`config.mk`:
```
export PLATFORM = sky130hd
export DESIGN_NAME = flt_ram
export DESIGN_NICKNAME = d
export VERILOG_FILES = /design/src/rtl/flt_ram_pkg.sv /design/src/rtl/flt_ram_cfg.sv /design/src/rtl/flt_ram_lfsr.sv /design/src/rtl/flt_ram_array.sv /design/src/rtl/flt_ram.sv
export SDC_FILE = /design/constraint.sdc
export NUM_CORES = 1
export LEC_CHECK = 0
export BUFFER_PORTS_ARGS = -buffer_cell sky130_fd_sc_hd__clkbuf_2
export CELL_PAD_IN_SITES_DETAIL_PLACEMENT = 2
export CELL_PAD_IN_SITES_GLOBAL_PLACEMENT = 2
export CORE_ASPECT_RATIO = 0.7
export CORE_UTILIZATION = 38
export DETAILED_ROUTE_END_ITERATION = 8
export PLACE_DENSITY_LB_ADDON = 0.1
export SYNTH_ARGS = -nofsm -noshare
export SYNTH_HDL_FRONTEND = slang
export SYNTH_SLANG_ARGS = --single-unit
```
`constraint.sdc`:
```
create_clock -name clk -period 5.6 [get_ports clk]
set_input_delay 0.56 -clock clk [delete_from_list [all_inputs] [get_ports clk]]
set_output_delay 0.56 -clock clk [all_outputs]
set_load 0.005 [all_outputs]
```
`src/rtl/flt_ram_pkg.sv`:
```
package flt_ram_pkg;

    typedef enum logic [2:0] {
        FK_NONE   = 3'd0,
        FK_STUCK  = 3'd1,
        FK_TRANS  = 3'd2,
        FK_CINV   = 3'd3,
        FK_CIDEM  = 3'd4,
        FK_CSTATE = 3'd5,
        FK_CDYN   = 3'd6,
        FK_DECODE = 3'd7
    } fault_kind_e;

    typedef struct packed {
        logic stuck;
        logic trans;
        logic cinv;
        logic cidem;
        logic cstate;
        logic cdyn;
        logic decode;
    } fault_flags_t;

    localparam int unsigned RND_W    = 16;
    localparam logic [15:0] RND_SEED = 16'hACE1;
    localparam logic [15:0] RND_TAPS = 16'hB400;

endpackage

```
`src/rtl/flt_ram_cfg.sv`:
```
module flt_ram_cfg
    import flt_ram_pkg::*;
#(
    parameter int unsigned AW = 4
) (
    input  logic          clk,
    input  logic          rst_n,
    input  logic          strobe,
    input  logic [2:0]    kind_in,
    input  logic [AW-1:0] vic_in,
    input  logic [AW-1:0] agg_in,
    input  logic          val_in,
    input  logic          sel_in,
    output fault_kind_e   kind_q,
    output fault_flags_t  flags,
    output logic [AW-1:0] vic_q,
    output logic [AW-1:0] agg_q,
    output logic          val_q,
    output logic          sel_q
);

    fault_kind_e kind_nxt;

    always_comb begin
        kind_nxt = kind_q;
        if (strobe) begin
            kind_nxt = fault_kind_e'(kind_in);
        end
    end

    // state register
    always_ff @(posedge clk or negedge rst_n) begin
        if (!rst_n) begin
            kind_q <= FK_NONE;
        end else begin
            kind_q <= kind_nxt;
        end
    end

    always_ff @(posedge clk or negedge rst_n) begin
        if (!rst_n) begin
            vic_q <= '0;
            agg_q <= '0;
            val_q <= 1'b0;
            sel_q <= 1'b0;
        end else if (strobe) begin
            vic_q <= vic_in;
            agg_q <= agg_in;
            val_q <= val_in;
            sel_q <= sel_in;
        end
    end

    // outputs per state
    always_comb begin
        flags = '0;
        unique case (kind_q)
            FK_NONE:   ;
            FK_STUCK:  flags.stuck  = 1'b1;
            FK_TRANS:  flags.trans  = 1'b1;
            FK_CINV:   flags.cinv   = 1'b1;
            FK_CIDEM:  flags.cidem  = 1'b1;
            FK_CSTATE: flags.cstate = 1'b1;
            FK_CDYN:   flags.cdyn   = 1'b1;
            FK_DECODE: flags.decode = 1'b1;
        endcase
    end

endmodule

```
`src/rtl/flt_ram_lfsr.sv`:
```
module flt_ram_lfsr
    import flt_ram_pkg::*;
#(
    parameter int unsigned   W    = RND_W,
    parameter logic [W-1:0]  SEED = RND_SEED,
    parameter logic [W-1:0]  TAPS = RND_TAPS
) (
    input  logic clk,
    input  logic rst_n,
    output logic rnd
);

    logic [W-1:0] sr_q;
    logic         fb;

    assign fb  = ^(sr_q & TAPS);
    assign rnd = sr_q[W-1];

    always_ff @(posedge clk or negedge rst_n) begin
        if (!rst_n) begin
            sr_q <= SEED;
        end else begin
            sr_q <= {sr_q[W-2:0], fb};
        end
    end

endmodule

```
`src/rtl/flt_ram_array.sv`:
```
module flt_ram_array
    import flt_ram_pkg::*;
#(
    parameter int unsigned AW = 4
) (
    input  logic                clk,
    input  logic                rst_n,
    input  logic [AW-1:0]       addr,
    input  logic                we,
    input  logic                re,
    input  logic                din,
    input  fault_flags_t        flags,
    input  logic [AW-1:0]       vic,
    input  logic [AW-1:0]       agg,
    input  logic                val,
    input  logic                sel,
    input  logic                rnd,
    output logic                dout,
    output logic [(1<<AW)-1:0]  cells
);

    localparam int unsigned DEPTH = 1 << AW;

    logic [DEPTH-1:0] mem_q;
    logic [DEPTH-1:0] mem_nxt;
    logic             hit_vic;
    logic             hit_agg;
    logic             agg_rise;
    logic             agg_fall;
    logic             agg_edge;
    logic             trans_block;
    logic             rd_val;

    assign cells    = mem_q;
    assign hit_vic  = (addr == vic);
    assign hit_agg  = (addr == agg);
    assign agg_rise = we && hit_agg && !mem_q[agg] &&  din;
    assign agg_fall = we && hit_agg &&  mem_q[agg] && !din;
    assign agg_edge = sel ? agg_rise : agg_fall;
    assign trans_block = hit_vic &&
                         (sel ? (!mem_q[vic] && din) : (mem_q[vic] && !din));

    // write path and fault effects on the stored cells
    always_comb begin
        mem_nxt = mem_q;
        if (we) begin
            if (flags.decode) begin
                if (hit_agg) begin
                    mem_nxt[agg] = din;
                    mem_nxt[vic] = din;
                end else if (!hit_vic) begin
                    mem_nxt[addr] = din;
                end
            end else if (!(flags.trans && trans_block)) begin
                mem_nxt[addr] = din;
            end
        end
        if (flags.stuck) begin
            mem_nxt[vic] = val;
        end
        if (flags.cinv && agg_edge) begin
            mem_nxt[vic] = ~mem_q[vic];
        end
        if (flags.cidem && agg_edge) begin
            mem_nxt[vic] = val;
        end
        if (flags.cdyn && hit_agg && (we || re)) begin
            mem_nxt[vic] = val;
        end
        if (flags.cstate && (mem_nxt[agg] == sel)) begin
            mem_nxt[vic] = val;
        end
    end

    // the cells are deliberately left without reset
    always_ff @(posedge clk) begin
        mem_q <= mem_nxt;
    end

    // read path
    always_comb begin
        rd_val = mem_q[addr];
        if (flags.decode && hit_vic) begin
            rd_val = rnd;
        end else if (flags.decode && hit_agg) begin
            rd_val = mem_q[agg] & mem_q[vic];
        end else if (flags.stuck && hit_vic) begin
            rd_val = val;
        end else if (flags.cstate && hit_vic && (mem_q[agg] == sel)) begin
            rd_val = val;
        end
    end

    always_ff @(posedge clk or negedge rst_n) begin
        if (!rst_n) begin
            dout <= 1'b0;
        end else if (re) begin
            dout <= rd_val;
        end
    end

endmodule

```
`src/rtl/flt_ram.sv`:
```
module flt_ram
    import flt_ram_pkg::*;
#(
    parameter int unsigned AW = 4
) (
    input  logic          clk,
    input  logic          rst_n,
    input  logic          cfg_strobe,
    input  logic [2:0]    cfg_kind,
    input  logic [AW-1:0] cfg_victim,
    input  logic [AW-1:0] cfg_aggr,
    input  logic          cfg_value,
    input  logic          cfg_sel,
    input  logic [AW-1:0] addr,
    input  logic          wr_en,
    input  logic          rd_en,
    input  logic          wr_bit,
    output logic          rd_bit
);

    localparam int unsigned DEPTH = 1 << AW;

    fault_kind_e      kind_q;
    fault_flags_t     flags;
    logic [AW-1:0]    vic_q;
    logic [AW-1:0]    agg_q;
    logic             val_q;
    logic             sel_q;
    logic             rnd;
    logic [DEPTH-1:0] cells;

    flt_ram_cfg #(.AW(AW)) u_cfg (
        .clk     (clk),
        .rst_n   (rst_n),
        .strobe  (cfg_strobe),
        .kind_in (cfg_kind),
        .vic_in  (cfg_victim),
        .agg_in  (cfg_aggr),
        .val_in  (cfg_value),
        .sel_in  (cfg_sel),
        .kind_q  (kind_q),
        .flags   (flags),
        .vic_q   (vic_q),
        .agg_q   (agg_q),
        .val_q   (val_q),
        .sel_q   (sel_q)
    );

    flt_ram_lfsr u_rnd (
        .clk   (clk),
        .rst_n (rst_n),
        .rnd   (rnd)
    );

    flt_ram_array #(.AW(AW)) u_arr (
        .clk   (clk),
        .rst_n (rst_n),
        .addr  (addr),
        .we    (wr_en),
        .re    (rd_en),
        .din   (wr_bit),
        .flags (flags),
        .vic   (vic_q),
        .agg   (agg_q),
        .val   (val_q),
        .sel   (sel_q),
        .rnd   (rnd),
        .dout  (rd_bit),
        .cells (cells)
    );

endmodule

```
==> results of run 1 <==
[cell usage in the layout, fill, tap and decap left out, drive strengths merged, types with 6 or more instances in the layout]
| master | synthesis | routed |
|---|---|---|
| clkbuf | 39 | 28 |
| o22ai | 10 | 10 |
| a211oi | 9 | 9 |
| a2111oi | 7 | 7 |
| xor2 | 9 | 9 |
| o31ai | 8 | 8 |
| nor4 | 6 | 6 |
| nand4 | 9 | 9 |
| a21oi | 45 | 45 |
| nand2b | 13 | 13 |
| nor3 | 15 | 15 |
| and2 | 8 | 8 |
| or2 | 7 | 7 |
| dfrtp | 22 | 22 |
| nand2 | 58 | 58 |
| a31oi | 6 | 6 |
| a22oi | 6 | 6 |
| buf | 8 | 31 |
| and3 | 7 | 7 |
| dfstp | 8 | 8 |
| mux2i | 21 | 21 |
| nand3 | 20 | 20 |
| o21ai | 32 | 32 |
| inv | 9 | 12 |
| dfxtp | 16 | 16 |
| mux2 | 27 | 27 |
| nor2 | 50 | 50 |
| nor2b | 13 | 13 |
| mux4 | 9 | 9 |
[sequential cells by signal (all words and copies together) (netlist names)]
signal and flops:
u_cfg.vic_q 4, u_arr.dout 1, u_cfg.sel_q 1, u_arr.cells 16, u_rnd.sr_q 16, u_cfg.kind_q 3, u_cfg.val_q 1, u_cfg.agg_q 4
[Yosys cell counts, types with 9 or more instances]
| cell | instances | area share (%) |
|---|---|---|
| a211oi_1 | 9 | 1.5 |
| a21oi_1 | 45 | 4.9 |
| clkbuf_1 | 39 | 3.2 |
| dfrtp_1 | 22 | 12 |
| dfxtp_1 | 16 | 7.0 |
| inv_1 | 9 | 0.74 |
| mux2_2 | 24 | 5.9 |
| mux2i_1 | 20 | 4.4 |
| mux4_2 | 9 | 4.4 |
| nand2_1 | 57 | 4.7 |
| nand2b_1 | 13 | 1.8 |
| nand3_1 | 20 | 2.2 |
| nand4_1 | 9 | 1.2 |
| nor2_1 | 50 | 4.1 |
| nor2b_1 | 13 | 1.8 |
| nor3_1 | 15 | 1.6 |
| o21ai_0 | 27 | 3.0 |
| o22ai_1 | 10 | 1.4 |
| xor2_1 | 9 | 1.7 |
[critical path, cell delays in order (launching register included)]
cell       delay (ps)
dfrtp_1           620
mux2_2            420
mux4_2            550
and2_4            190
o31ai_4           810
a21oi_1           220
o211ai_1          380
a21oi_1           130
a2111oi_1         440
nand4_1           200
or4_4             550
nand2_4           200
a21o_2            270
a22oi_1           110
[power groups by stage]
stage	combinational (mW)	clock [mW]	sequential, mW
4_1_cts	0.724	0.327	0.513
3_3_place_gp	0.689	0	0.518
6_report	0.751	0.326	0.523
5_1_grt	0.786	0.345	0.523
2_1_floorplan	0.469	0	0.447
3_5_place_dp	0.717	0	0.519
[routing by layer]
metal	vias up	track usage, %	part of all wire (%)
li1	2240	-	-
met3	41	12.3	11
met5	-	0	0
met4	0	9.67	2.4
met1	2661	56.4	46
met2	326	56.5	41
[worst min-delay path by stage]
stage | end | cells past startpoint | startpoint | slack [ps]
final | u_cfg.agg_q[3] | 1 | rst_n | 300
after global routing | u_cfg.agg_q[2] | 1 | rst_n | 360
after CTS | u_cfg.agg_q[3] | 1 | rst_n | 330
after detailed placement | u_rnd.sr_q[3] | 0 | u_rnd.sr_q[2] | 340
after global placement | u_rnd.sr_q[4] | 0 | u_rnd.sr_q[3] | 330
after floorplan | u_arr.dout | 0 | rst_n | 260
[area by class of cell]
cell class	instances	share of cell area, %
well taps	157	3.88
repair buffers	54	6.86
multi-input cells	479	64.3
clock inverters	3	0.518
clock buffers	5	2.47
inverters	9	0.667
flip-flops and latches	46	21.3
[kinds of logic (layout without fill, tap and decap cells)]
logic type                Yosys count  count (layout)
xor gates and xnor gates           12              12
muxes                              57              57
AOI/OAI and AO/OA                 181             181
and+or+nand+nor                   229             229
buffers and inverters              56              71
DFF                                46              46
[stage by stage]
| step | power [mW] | hold WS, ps | setup WS (ps) | cell area [um2] |
|---|---|---|---|---|
| 3_5_place_dp | 1.24 | 338 | 440 | 4920 |
| 2_1_floorplan | 0.916 | 264 | 1340 | 4560 |
| 5_1_grt | 1.65 | 359 | 156 | 5070 |
| 4_1_cts | 1.56 | 333 | 487 | 5070 |
| 6_report | 1.60 | 299 | 316 | 5070 |
| 3_3_place_gp | 1.21 | 333 | 559 | 4920 |
==> results.sh, run 1 <==
export IMPL_status="completed"
export IMPL_cp_arrival_ps=5430
export IMPL_p_clk_share_pct=20.4
export IMPL_final_util_pct=43.4
export IMPL_synth_seq_area_share_pct=23.7
export IMPL_setup_tns_ps=0
export IMPL_fin_nets=618
export IMPL_grt_pass1_vias=5171
export IMPL_critical_path_class="reg -> reg"
export IMPL_drtIter0Drc=523
export IMPL_worst_pin_slew_ps=979
export IMPL_power_density_nw_per_um2=316
export IMPL_synthSimpleGateAreaFrac_pct=25.9
export IMPL_switching_power_mw=0.740
export IMPL_numCtsBuffers=5
export IMPL_drtAntennaViolNets=0
export IMPL_rsz0062_at_grt="false"
export IMPL_end_kind="flip-flop"
export IMPL_dp_hpwl_um=18800
export IMPL_peakVddDrop_uv=139
export IMPL_cts_tree="yes"
export IMPL_fillers=1336
export IMPL_fin_skew_ps=9.88
export IMPL_cts_clk_slew_worst_paths_ps=80
export IMPL_post_route_min_period_ps=5280
export IMPL_area_growth_pct=11.0
export IMPL_synth_edf_count=0
export IMPL_syn_inst=581
export IMPL_final_cells=753
export IMPL_hold_buffers=0
export IMPL_grt_overflow_total=0
export IMPL_synth_top_flop_cell="dfrtp_1"
export IMPL_cts_resized=0
export IMPL_netlist_area_um2=4560
export IMPL_required_ps=5740
export IMPL_cts_buffer_depth=2
export IMPL_crit_path_start="u_cfg.vic_q[3]"
export IMPL_swShare_pct=46.2
export IMPL_final_max_slew_viol_count=0
export IMPL_cts_root_buf="clkbuf_16"
export IMPL_synth_fa_ha_area_share_pct=0
export IMPL_power_frac_comb_pct=46.9
export IMPL_avgSynthCellArea_um2=7.86
export IMPL_regArea_um2=1080
export IMPL_power_leakage_nw=1.94
export IMPL_internal_power_mw=0.860
export IMPL_io_pins=24
export IMPL_crit_end="u_arr.cells[10]"
export IMPL_hold_viol=0
export IMPL_dpl_cell_count=745
export IMPL_antenna_found_initial=1
export IMPL_min_period_over_period_pct=94.3
export IMPL_cts_sinks=46
export IMPL_max_freq_mhz=189
export IMPL_cap_violations=0
export IMPL_htreeDepth=2
export IMPL_grt_max_degree=31
export IMPL_rr_worst_depth=13
export IMPL_cp_max_fo=19
export IMPL_portBuffers=23
export IMPL_vias=5268
export IMPL_die_x_um=133
export IMPL_synth_compound_area_share_pct=27.2
export IMPL_synth_cell_types=75
export IMPL_grt_pass1_wl_um=34900
export IMPL_synth_nets=604
export IMPL_firstDrtPassIters=5
export IMPL_die_h_um=93.7
export IMPL_min_path_type="in -> async"
export IMPL_rows=33
export IMPL_synth_xor_area_share_pct=2.30
export IMPL_place_congestion=1.00
export IMPL_drc=0
export IMPL_dieArea_um2=12500
export IMPL_p_seq_share_pct=32.7
export IMPL_reg2reg_to="u_arr.cells[10]"
export IMPL_avgRoutedWirePerCell_um=31.7
export IMPL_synth_mux_area_fraction_pct=15.9
export IMPL_ys_warn_count=0
export IMPL_worstSkewPairLatency_ps=310
export IMPL_grt_total_usage_pct=39.4
export IMPL_synthArstFlopShare_pct=65.2
export IMPL_r2r_start="u_cfg.vic_q[3]"
export IMPL_core_um2=11700
export IMPL_synth_top_family_by_area="compound AO/OA/AOI/OAI gates"
export IMPL_num_antenna_cells=0
export IMPL_start_util_pct=39.1
export IMPL_ys_ff_latch=46
export IMPL_rrSetupSlack_ps=320
export IMPL_slew_headroom_pct=34.2
export IMPL_multi_input_area_um2=3260
export IMPL_drt_wl_total_um=23900
export IMPL_setup_viol=0
export IMPL_routed_via_density=7.00
export IMPL_startpoint_type="flip-flop"
export IMPL_drive_above_1_share_pct=20.3
export IMPL_cts_setup_buffers=0
(Power assumes the default switching activity.)
==> inputs of run 2 (changes only) <==
--- a/config.mk
+++ b/config.mk
@@ -5,11 +5,12 @@
 export SDC_FILE = /design/constraint.sdc
 export NUM_CORES = 1
 export LEC_CHECK = 0
+export ABC_AREA = 1
 export BUFFER_PORTS_ARGS = -buffer_cell sky130_fd_sc_hd__clkbuf_2
 export CELL_PAD_IN_SITES_DETAIL_PLACEMENT = 2
 export CELL_PAD_IN_SITES_GLOBAL_PLACEMENT = 2
 export CORE_ASPECT_RATIO = 0.7
-export CORE_UTILIZATION = 38
+export CORE_UTILIZATION = 32
 export DETAILED_ROUTE_END_ITERATION = 8
 export PLACE_DENSITY_LB_ADDON = 0.1
 export SYNTH_ARGS = -nofsm -noshare
==> results.sh, run 2 <==
export IMPL_place_congestion=0.898
export IMPL_switching_power_mw=0.867
export IMPL_critical_path_class="reg -> reg"
export IMPL_synth_cell_types=39
export IMPL_netlist_area_um2=5060
export IMPL_antenna_found_initial=0
export IMPL_synth_top_flop_cell="dfrtp_1"
export IMPL_critical_path_top_delay_family="simple AND/OR/NAND/NOR gates"
export IMPL_grt_pass1_vias=6603
export IMPL_cpMostUsedCell="nand2_1"
export IMPL_setup_tns_ps=0
export IMPL_worstSkewPairLatency_ps=300
export IMPL_cts_clk_slew_worst_paths_ps=70
export IMPL_drt_wl_total_um=24800
export IMPL_cts_sinks=46
export IMPL_yosys_top_cells_area="nand2_1 33%, dfrtp_1 11%, inv_1 6.7%"
export IMPL_grt_total_usage_pct=31.0
export IMPL_dieArea_um2=16300
export IMPL_synth_seq_area_share_pct=21.4
export IMPL_max_stage_delay_ps=720
export IMPL_pre_cts_ws_ps=389
export IMPL_numCtsBuffers=5
export IMPL_final_max_slew_viol_count=0
export IMPL_timing_final_ws_setup_ps=556
export IMPL_post_route_min_period_ps=5040
export IMPL_portBuffers=23
export IMPL_hold_buffers=0
export IMPL_path_buf_inv=1
export IMPL_r2r_start="u_cfg.vic_q[0]"
export IMPL_power_leakage_nw=2.93
export IMPL_die_h_um=107
export IMPL_synthArstFlopShare_pct=65.2
export IMPL_power_density_nw_per_um2=306
export IMPL_fin_nets=959
export IMPL_drtIter0Drc=409
export IMPL_total_power_mw=1.67
export IMPL_status="completed"
export IMPL_num_antenna_cells=0
export IMPL_p_clk_share_pct=18.8
export IMPL_swShare_pct=52.0
export IMPL_cts_setup_buffers=0
export IMPL_firstDrtPassIters=5
export IMPL_core_um2=15500
export IMPL_final_area_um2=5450
export IMPL_min_path_type="in -> async"
export IMPL_ys_warn_count=0
export IMPL_drc=0
export IMPL_required_ps=5840
export IMPL_min_period_over_period_pct=90.1
export IMPL_dp_hpwl_um=19400
export IMPL_grt_pass1_wl_um=38200
export IMPL_synth_nets=961
export IMPL_grt_max_degree=32
export IMPL_die_x_um=152
export IMPL_setup_viol=0
export IMPL_max_freq_mhz=198
export IMPL_grt_overflow_total=0
export IMPL_area_growth_pct=7.74
export IMPL_avgRoutedWirePerCell_um=21.8
export IMPL_avgSynthCellArea_um2=5.39
export IMPL_slew_headroom_pct=32.5
export IMPL_mostFrequentLayoutCells="450 x nand2_1, 90 x inv_1, 69 x nor2_1, 42 x o21ai_0"
export IMPL_rsz0062_at_grt="false"
export IMPL_post_dp_cell_area_um2=5300
export IMPL_startpoint_type="flip-flop"
export IMPL_crit_path_start="u_cfg.vic_q[0]"
export IMPL_power_frac_comb_pct=50.9
export IMPL_synth_common_cells="450 x nand2_1, 90 x inv_1, 69 x nor2_1"
export IMPL_drive_above_1_share_pct=7.58
export IMPL_end_kind="flip-flop"
export IMPL_cts_root_buf="clkbuf_16"
export IMPL_htreeDepth=2
export IMPL_routed_via_density=5.62
export IMPL_syn_inst=938
export IMPL_cts_resized=0
export IMPL_p_seq_share_pct=30.3
export IMPL_hold_viol=0
export IMPL_internal_power_mw=0.801
export IMPL_cts_tree="yes"
export IMPL_rows=38
export IMPL_cap_violations=0
export IMPL_cp_max_fo=22
export IMPL_io_pins=24
export IMPL_final_util_pct=35.3
export IMPL_cp_slowest_cell="o21ai_1"
export IMPL_peakVddDrop_uv=122
export IMPL_cts_buffer_depth=2
export IMPL_final_common_cell="nand2_1"
export IMPL_worst_pin_slew_ps=1010
export IMPL_synth_most_common_cell="nand2_1"
export IMPL_cp_arrival_ps=5280
export IMPL_vias=6395
export IMPL_synthDominantCellAreaShare_pct=33.4
export IMPL_ys_ff_latch=46
export IMPL_drtAntennaViolNets=0
export IMPL_start_util_pct=32.7
export IMPL_synth_top_cell_by_area="nand2_1"
export IMPL_synth_edf_count=0
export IMPL_fin_skew_ps=8.82
## run 2: area by class of cell
class	count	area [um2]
Tap cell	200	250
Fill cell	2047	10000
Clock buffer	5	125
Sequential cell	46	1080
Clock inverter	3	25.0
Multi-Input combinational cell	756	3430
Timing Repair Buffer	33	190
Inverter	94	353
## run 2: power by group through the flow
stage	logic [mW]	registers [mW]	clock network (mW)
detailed placement	0.833	0.507	0
global placement	0.783	0.511	0
floorplan	0.582	0.440	0
finish	0.849	0.505	0.314
CTS	0.839	0.502	0.317
global route	0.943	0.506	0.328
## run 2: kinds of logic after synthesis
logic type	count (synthesis)	synth area share (%)
flip-flops	46	21.4
AND/OR/NAND/NOR	601	48.4
buffers and inverters	136	11.1
XOR/XNOR	9	1.56
AO/OA/AOI/OAI	146	17.6
## run 2: routing by layer
metal  vias to the layer above  track usage [%]  share of wire (%)
met1                      3214             42.6                 48
met5                         -                0                  0
li1                       2996                -                  -
met4                         0             6.71                1.9
met2                       151             52.2                 46
met3                        34             3.31                4.1
## run 2: stage by stage
step / hold slack (ps) / instances
after floorplan: 264 / 938
after global placement: 334 / 1129
after detailed placement: 338 / 1129
after CTS: 348 / 1137
after global routing: 366 / 1137
final: 316 / 1137
## run 2: final timing paths
| check | end | slack [ps] | depth (start not counted) |
|---|---|---|---|
| min | u_cfg.agg_q[3] | 320 | 1 |
| max in group asynchronous | u_cfg.vic_q[0] | 4800 | 1 |
| max reg2reg | u_arr.cells[15] | 560 | 26 |
| max | u_arr.cells[15] | 560 | 26 |
| min in group clk | u_rnd.sr_q[2] | 350 | 0 |
| min reg2reg | u_rnd.sr_q[2] | 350 | 0 |
